**src/rtl/frameClkPkg.sv**
```systemverilog
package frameClkPkg;
  // Control-to-datapath strobes
  typedef struct packed {
    logic run;    // advance the phase accumulator this cycle
    logic clear;  // return the accumulator to zero
  } ctlStrobe_t;
endpackage

```
**src/rtl/frameClkAccum.sv**
```systemverilog
module frameClkAccum
  import frameClkPkg::*;
#(
  parameter int DIV_W          = 15,
  parameter int INT_W          = 8,
  parameter int ACC_W          = 22,
  parameter int BCLK_PER_FRAME = 32
) (
  input  logic             clk,
  input  logic             rstN,
  input  logic             intMode,
  input  logic [DIV_W-1:0] divVal,
  input  ctlStrobe_t       strobe,
  output logic             edgeTick
);
  localparam int SUM_W     = ACC_W + 2;
  localparam int EDGES     = 2 * BCLK_PER_FRAME;
  // fractional step: edge rate = 2*B*fs with fs = fclk*D/2^(ACC_W+4)
  localparam int FRAC_MULT = BCLK_PER_FRAME / 8;

  logic [SUM_W-1:0] accQ, incVal, modVal, sumVal;
  logic             wrapNow;

  always_comb begin
    if (intMode) begin
      incVal = SUM_W'(EDGES);
      modVal = SUM_W'(divVal[INT_W-1:0]) << 4;
    end else begin
      incVal = SUM_W'(divVal) * SUM_W'(FRAC_MULT);
      modVal = SUM_W'(1) << ACC_W;
    end
    sumVal  = accQ + incVal;
    wrapNow = (sumVal >= modVal);
  end

  always_ff @(posedge clk or negedge rstN) begin
    if (!rstN) begin
      accQ     <= '0;
      edgeTick <= 1'b0;
    end else if (strobe.clear) begin
      accQ     <= '0;
      edgeTick <= 1'b0;
    end else if (strobe.run) begin
      accQ     <= wrapNow ? (sumVal - modVal) : sumVal;
      edgeTick <= wrapNow;
    end else begin
      edgeTick <= 1'b0;
    end
  end
endmodule

```
**src/rtl/frameClkSeq.sv**
```systemverilog
module frameClkSeq
  import frameClkPkg::*;
#(
  parameter int DIV_W          = 15,
  parameter int INT_W          = 8,
  parameter int BCLK_PER_FRAME = 32
) (
  input  logic             clk,
  input  logic             rstN,
  input  logic             intMode,
  input  logic [DIV_W-1:0] divVal,
  input  logic             masterEn,
  input  logic             frameInv,
  input  logic             edgeTick,
  output ctlStrobe_t       strobe,
  output logic             bitClk,
  output logic             frameClk,
  output logic             frameStart,
  output logic             driveEn
);
  localparam int EDGES = 2 * BCLK_PER_FRAME;
  localparam int CNT_W = $clog2(EDGES);
  localparam logic [CNT_W-1:0] LAST_EDGE = CNT_W'(EDGES - 1);
  localparam logic [CNT_W-1:0] HALF_EDGE = CNT_W'(BCLK_PER_FRAME - 1);

  logic             divNonZero, active;
  logic [CNT_W-1:0] edgeCnt;
  logic             rightHalf, bitClkQ, startQ, driveQ;

  always_comb begin
    divNonZero   = intMode ? (divVal[INT_W-1:0] != '0) : (divVal != '0);
    active       = masterEn && divNonZero;
    strobe.run   = active;
    strobe.clear = !active;
  end

  always_ff @(posedge clk or negedge rstN) begin
    if (!rstN) begin
      driveQ    <= 1'b0;
      bitClkQ   <= 1'b0;
      edgeCnt   <= '0;
      rightHalf <= 1'b0;
      startQ    <= 1'b0;
    end else begin
      driveQ <= masterEn;
      if (!active) begin
        bitClkQ   <= 1'b0;
        edgeCnt   <= '0;
        rightHalf <= 1'b0;
        startQ    <= 1'b0;
      end else begin
        startQ <= 1'b0;
        if (edgeTick) begin
          bitClkQ <= ~bitClkQ;
          if (edgeCnt == LAST_EDGE) begin
            edgeCnt   <= '0;
            rightHalf <= 1'b0;
            startQ    <= 1'b1;
          end else begin
            edgeCnt <= edgeCnt + 1'b1;
            if (edgeCnt == HALF_EDGE) rightHalf <= 1'b1;
          end
        end
      end
    end
  end

  assign bitClk     = bitClkQ;
  assign frameClk   = rightHalf ^ frameInv;
  assign frameStart = startQ;
  assign driveEn    = driveQ;
endmodule

```
**src/rtl/frameClockGen.sv**
```systemverilog
module frameClockGen
  import frameClkPkg::*;
#(
  parameter int DIV_W          = 15,
  parameter int INT_W          = 8,
  parameter int ACC_W          = 22,
  parameter int BCLK_PER_FRAME = 32
) (
  input  logic             clk,
  input  logic             rstN,
  input  logic             intMode,
  input  logic [DIV_W-1:0] divVal,
  input  logic             masterEn,
  input  logic             frameInv,
  output logic             bitClk,
  output logic             frameClk,
  output logic             frameStart,
  output logic             driveEn
);
  ctlStrobe_t strobe;
  logic       edgeTick;

  frameClkAccum #(
    .DIV_W(DIV_W), .INT_W(INT_W), .ACC_W(ACC_W), .BCLK_PER_FRAME(BCLK_PER_FRAME)
  ) u_accum (
    .clk(clk), .rstN(rstN), .intMode(intMode), .divVal(divVal),
    .strobe(strobe), .edgeTick(edgeTick)
  );

  frameClkSeq #(
    .DIV_W(DIV_W), .INT_W(INT_W), .BCLK_PER_FRAME(BCLK_PER_FRAME)
  ) u_seq (
    .clk(clk), .rstN(rstN), .intMode(intMode), .divVal(divVal),
    .masterEn(masterEn), .frameInv(frameInv), .edgeTick(edgeTick),
    .strobe(strobe), .bitClk(bitClk), .frameClk(frameClk),
    .frameStart(frameStart), .driveEn(driveEn)
  );
endmodule

```
**config.mk**
```make
export PLATFORM = sky130hd
export DESIGN_NAME = frameClockGen
export DESIGN_NICKNAME = d
export VERILOG_FILES = /design/src/rtl/frameClkPkg.sv /design/src/rtl/frameClkAccum.sv /design/src/rtl/frameClkSeq.sv /design/src/rtl/frameClockGen.sv
export SDC_FILE = /design/constraint.sdc
export NUM_CORES = 1
export LEC_CHECK = 0
export CAP_MARGIN = 20
export CORE_MARGIN = 3
export CORE_UTILIZATION = 65
export CTS_CLUSTER_DIAMETER = 60
export DETAILED_ROUTE_END_ITERATION = 8
export DONT_BUFFER_PORTS = 1
export PLACE_DENSITY_LB_ADDON = 0.1
export SLEW_MARGIN = 40
export SYNTH_ARGS = -nofsm -noshare
export SYNTH_HDL_FRONTEND = slang
export SYNTH_SLANG_ARGS = --single-unit
```
**constraint.sdc**
```tcl
create_clock -name clk -period 5.3 [get_ports clk]
set_input_delay 0 -clock clk [delete_from_list [all_inputs] [get_ports clk]]
set_output_delay 0 -clock clk [all_outputs]
set_load 0.005 [all_outputs]
```
Yosys cells after proc, flatten, opt, wreduce, memory -nomap -nowiden
Cells that the tools add are included.

storage, ports and cells
  bits of input ports = 20
  word-level logic and storage cells = 39
  flip-flop bits (word level) = 35
  output and inout bits = 4

operators by class
  $lt $le $gt $ge = 1
  mux-type cells = 18
  reduce and logical (&&, ||, !) cells = 4
  add/subtract/negate cells = 3
  equality and inequality tests = 4
  bitwise gates (word level) = 2

operators with widths
  operator                                                                number
  24-bit 2-to-1 mux                                                       2
  24-bit adder                                                            1
  24-bit by 23-bit >= comparator with 1-bit output                        1
  24-bit subtractor                                                       1
  23-bit 2-to-1 mux                                                       1
  6-bit 2-to-1 mux                                                        3
  17-bit 2-to-1 mux                                                       1
  15-bit nonzero test                                                     1
  1-bit 2-to-1 mux                                                        11
  8-bit nonzero test                                                      1
  6-bit by 1-bit adder with 6-bit output (second input constant)          1
  6-bit by 5-bit equality test with 1-bit output (second input constant)  1
  6-bit equality test (second input constant)                             1
  3-bit inequality test (second input constant)                           1
  2-bit inequality test (second input constant)                           1
  2-bit AND reduction                                                     1
  1-bit logical AND                                                       1
  1-bit inverter                                                          1
  1-bit XOR                                                               1

Longest topological paths before layout
  word-level depth = 5
  depth in mapped cells = 21

Cells and area by module
From an unflattened synthesis, not the netlist that was laid out.

unflattened totals
  cells, all modules = 437
  area, all modules = 3629.7 um^2

by module, submodules not included
  module         seq. area each (um^2)  times used  area each (um^2)  cells an instance
  frameClkAccum  575.6                  1           3101.7            383
  frameClkSeq    250.2                  1           528.0             54

Worst setup path before layout
Ideal clock, no wire load.

  path type = input-to-reg
  start point = input intMode
  end point = register u_accum.accQ[17]
  arrival time = 3934 ps
  slack = 1287 ps
  stages on the path = 19
  buffers on the path = 2
  cells stage by stage = clkbuf_1 > or2_2 > ha_1 > and2_4 > nand3_4 > a21oi_2 > and2b_1 > xnor2_1 > ha_1 > a21o_1 > a21o_1 > a21oi_1 > o21ai_0 > and4b_1 > nand4b_1 > or4b_4 > buf_6 > nand3_1 > mux2i_1

on the way
  word-level cells in the longest chain between the ends = 5
  elaborated cells between the ends (all ways) = 9
  those cells by class = 2 x add/sub; 1 x order compare; 5 x mux; 1 x reduce/logical

ends and longest elaborated chain
  element                                                                                       line                                      source
  start: declaration                                                                            frameClockGen.sv:11                       input logic intMode,
  17-bit 2-to-1 mux                                                                             frameClkAccum.sv:25                       if (intMode) begin
  24-bit adder                                                                                  frameClkAccum.sv:32                       sumVal = accQ + incVal;
  24-bit subtractor / 24-bit by 23-bit >= comparator with 1-bit output (equally long branches)  frameClkAccum.sv:44, frameClkAccum.sv:33
  24-bit 2-to-1 mux                                                                             frameClkAccum.sv:44                       accQ <= wrapNow ? (sumVal - modVal) : sumVal;
  24-bit 2-to-1 mux *                                                                           frameClkAccum.sv:40                       end else if (strobe.clear) begin
  end signal: assignment                                                                        frameClkAccum.sv:44
  end: declaration                                                                              frameClkAccum.sv:21                       logic [SUM_W-1:0] accQ, incVal, modVal, sumVal;

Every way passes the cells marked *; elsewhere a longest branch is shown, timed or not.
A chain may end at the register's enable or synchronous reset.

Worst setup path after layout
  start point = register u_accum.accQ[6]
  end point = register u_accum.accQ[16]

on the way
  word-level cells in the longest chain between the ends = 4
  elaborated cells between the ends (all ways) = 5
  those cells by class = 2 x add/sub; 1 x order compare; 2 x mux

ends and longest elaborated chain
  element                                                                                       line
  24-bit adder *                                                                                frameClkAccum.sv:32
  24-bit subtractor / 24-bit by 23-bit >= comparator with 1-bit output (equally long branches)  frameClkAccum.sv:44, frameClkAccum.sv:33
  24-bit 2-to-1 mux *                                                                           frameClkAccum.sv:44
  24-bit 2-to-1 mux *                                                                           frameClkAccum.sv:40

Marks and branches as above.

==> impl_metrics.toml <==
[worst_setup_path]
critical_path.startpoint_type = "register"
critical_path_required_ns = 5.46
worst_flop_to_flop_path_startpoint = "u_accum.accQ[6]"
path_max_fanout = 14
r2r.worst_path.cells = 17
timing.reg2reg.setup_slack_ns = 0.83
worstSetupStartpoint = "u_accum.accQ[6]"
critical_path_endpoint = "u_accum.accQ[16]"
critical_path_arrival_ns = 4.64
setup.worst_path.class = "register to register"
crit-reg2reg-capture = "u_accum.accQ[16]"
crit_path_end_kind = "register"

[logic_synthesis]
postSynth.asyncResetShare_pct = 100.0
warnings_synthesis = 0
ys_ff_latch = 33
synth_cell_area_um2 = 3324
mappedNetlistNets = 446
syn_inst = 399
synthDistinctLibCells = 68
postSynth.topFlopCell = "sky130_fd_sc_hd__dfrtp_1"
avgSynthCellArea_um2 = 8.332
synth-seq-area-share_pct = 24.84
edff_count_synth = 0

[clock_network]
buffer_levels_on_the_longest_clock_path = 2
ctsRootBufferMaster = "sky130_fd_sc_hd__clkbuf_8"
clk_transition_reported_paths_ns = 0.07
worst_skew_pair.late_latency_ns = 0.29
h-tree-depth = 2
cts.sink_count = 33
cts_inserted_buffers = 5
tritoncts = "built"
cts_setup_buffers = 0

[timing]
final.setup.worst_slack_ns = 0.8260
hold_viol_final = 0
drv_slew = 0
post-route-period-util_pct = 84.41
hold_ws_ns = 0.06294
setup_viol_count_final = 0
fmaxAchievable_ghz = 0.2235
totalNegativeSetupSlack_ns = 0
clock_period_minus_worst_slack_ns = 4.474
final.setup_skew_ns = 0.007734
grt_setup_unrepaired = "false"
slew_headroom_pct = 57.14
transition_time_at_the_pin_with_the_least_slew_margin_ns = 0.6413

[global_route]
grt.total_usage_pct = 27.94
grt_first_pass_wirelength_mm = 13.43
grt_pass1_vias = 2808
number_of_antenna_violations_at_the_first_check_in_global_routing = 0
globalRoute.totalOverflow = 0
largest_net_degree_at_the_start_of_global_routing = 34

[floorplan]
fp-row-count = 25
floorplan.core_area_um2 = 4817
dieHeight_um = 77.52
die_area_um2 = 6009
pin_count = 24
initial_core_util_pct = 69.01
die_w_um = 77.52

[final_layout]
multi_input_comb_area_um2 = 2369
fill_cells = 399
post_route_cells_drive_above_1_share_pct = 8.333
layout.area.seq_um2 = 825.8
commonest_non_fill_non_tap_cell_in_the_layout = "sky130_fd_sc_hd__nand2_1"
layoutNonFillerInstCount = 463
mostFrequentLayoutCells = "43 x sky130_fd_sc_hd__nand2_1, 39 x sky130_fd_sc_hd__a21oi_1, 33 x sky130_fd_sc_hd__dfrtp_1"
area.growth.synth_to_final_pct = 4.667
layout.nets = 443
post_route_cell_area_um2 = 3480
n_antenna_cell = 0

[route]
route.detailed.wl_per_inst_um = 17.34
total_wirelength_of_the_detailed_routed_design_mm = 8.029
routed-via-count = 3026
first_iter_violations = 243
via_density_per_instance = 6.536
dr.pass1.iters = 5
postRouteAntennaNets = 0
remaining_drc_errors = 0

[pwr]
leakagePower_nw = 1.569
ir_drop_mv = 0.2878
power-per-cell-area_nw_per_um2 = 519.7

[placed_design]
port_buffers = 0
pre_cts_slack_ns = 0.9143
post-dp-hpwl_mm = 6.034
dpl_cell_area_um2 = 3349
routabilityCongestion = 0.9022
post-place-cells = 453

[status]
outcome = "complete, no violations"

[min_path]
hold_path.class = "input port to primary output"

[job]
cap_viol_max_count = 0
cells in the mapped netlist, types with 2 or more instances:
cell type                  count  share of area, %
sky130_fd_sc_hd__nand2_1      43               4.9
sky130_fd_sc_hd__a21oi_1      39               5.9
sky130_fd_sc_hd__dfrtp_1      33                25
sky130_fd_sc_hd__ha_1         25               9.4
sky130_fd_sc_hd__nor2_1       23               2.6
sky130_fd_sc_hd__nor2b_1      16               3.0
sky130_fd_sc_hd__inv_1        15               1.7
sky130_fd_sc_hd__nand3_1      14               2.1
sky130_fd_sc_hd__xnor2_1      14               3.7
sky130_fd_sc_hd__a21o_1       11               2.5
sky130_fd_sc_hd__o21ai_1      11               1.7
sky130_fd_sc_hd__clkbuf_1     10               1.1
sky130_fd_sc_hd__o21ai_0      10               1.5
sky130_fd_sc_hd__xor2_1       10               2.6
sky130_fd_sc_hd__and3_1        9               1.7
sky130_fd_sc_hd__nor3_1        8               1.2
sky130_fd_sc_hd__and2_1        7               1.3
sky130_fd_sc_hd__mux2i_1       7               2.1
sky130_fd_sc_hd__nor4_1        7               1.3
sky130_fd_sc_hd__nand4_1       6               1.1
sky130_fd_sc_hd__or4_1         5               1.1
sky130_fd_sc_hd__a211oi_1      4              0.90
sky130_fd_sc_hd__nand2b_1      4              0.75
sky130_fd_sc_hd__o211ai_1      4              0.90
sky130_fd_sc_hd__o31ai_1       4              0.90
sky130_fd_sc_hd__or2_2         4              0.75
sky130_fd_sc_hd__a21oi_2       3              0.79
sky130_fd_sc_hd__a31oi_1       3              0.56
sky130_fd_sc_hd__and4b_1       3              0.90
sky130_fd_sc_hd__buf_6         3               1.0
sky130_fd_sc_hd__o21a_1        3              0.68
sky130_fd_sc_hd__a211oi_2      2              0.75
sky130_fd_sc_hd__fa_1          2               1.2
sky130_fd_sc_hd__o31a_1        2              0.53
sky130_fd_sc_hd__or3_1         2              0.38
state kept, by name, indices dropped and copies added, names as in the netlist:
name / count
u_seq.bitClk: 1
u_accum.edgeTick: 1
u_seq.driveEn: 1
u_accum.accQ: 22
u_seq.edgeCnt: 6
u_seq.frameStart: 1
u_seq.rightHalf: 1
critical path: stages, from the launching register on:
cell	delay, ns
sky130_fd_sc_hd__dfrtp_1	0.37
sky130_fd_sc_hd__ha_1	0.38
sky130_fd_sc_hd__and2_4	0.21
sky130_fd_sc_hd__nand3_4	0.08
sky130_fd_sc_hd__a21oi_2	0.35
sky130_fd_sc_hd__and2b_1	0.24
sky130_fd_sc_hd__xnor2_1	0.14
sky130_fd_sc_hd__ha_1	0.38
sky130_fd_sc_hd__a21o_1	0.20
sky130_fd_sc_hd__a21o_1	0.16
sky130_fd_sc_hd__a21oi_1	0.15
sky130_fd_sc_hd__o21ai_0	0.10
sky130_fd_sc_hd__and4b_1	0.28
sky130_fd_sc_hd__nand4b_1	0.15
sky130_fd_sc_hd__nor4b_2	0.59
sky130_fd_sc_hd__buf_4	0.31
sky130_fd_sc_hd__nor4b_1	0.09
sky130_fd_sc_hd__mux2i_1	0.14
final cells by class:
cell class | instances | area share [%]
Clock buffer | 6 | 2.373
Clock inverter | 1 | 0.2157
Inverter | 15 | 1.618
Multi-Input combinational cell | 336 | 68.07
Sequential cell | 33 | 23.73
Tap cell | 67 | 2.409
Timing Repair Buffer | 5 | 1.582
layer usage:
layer	routed length, um	track usage (%)	vias up
li1	-	-	1458
met1	3549	37.62	1417
met4	214	10.32	0
met5	0	0	-
met3	553	4.060	13
met2	3711	45.60	138
power breakdown:
group / internal, mW / switching, mW / leakage (nW) / total, mW
Sequential: 0.320 / 0.0542 / 0.443 / 0.374
Clock: 0.103 / 0.0976 / 0.0433 / 0.200
Combinational: 0.519 / 0.715 / 1.08 / 1.23
Total: 0.942 / 0.867 / 1.57 / 1.81
worst min-delay path by stage:
stage	from	end	slack, ns	cells after the start
floorplan	rstN	u_accum.accQ[10]	-0.30	0
global placement	rstN	u_accum.accQ[10]	-0.29	0
detailed placement	rstN	u_accum.accQ[10]	-0.29	0
CTS	frameInv	frameClk	0.06	1
global route	frameInv	frameClk	0.07	1
finish	frameInv	frameClk	0.06	1
kinds of logic after synthesis:
family	Yosys count	share of synthesized area, %
and+or+nand+nor	167	28.30
AOI/OAI and AO/OA	109	22.58
DFF	33	24.84
buffers and inverters	30	4.215
adders and majority gates	27	10.61
xor gates and xnor gates	25	7.000
muxes	8	2.446
metrics by stage:
step / power, mW / utilization [%]
after floorplan: 1.379 / -
after global placement: 1.536 / 69.40
after detailed placement: 1.567 / 69.53
after CTS: 1.783 / 72.23
after global routing: 1.955 / 72.23
final: 1.808 / 72.23
what timing repair did:
action	in CTS	in global routing
resized for setup	0	0
hold buffers	3	0
hold endpoints to repair	41	0
Note: power is estimated with default switching activity, not from simulation.
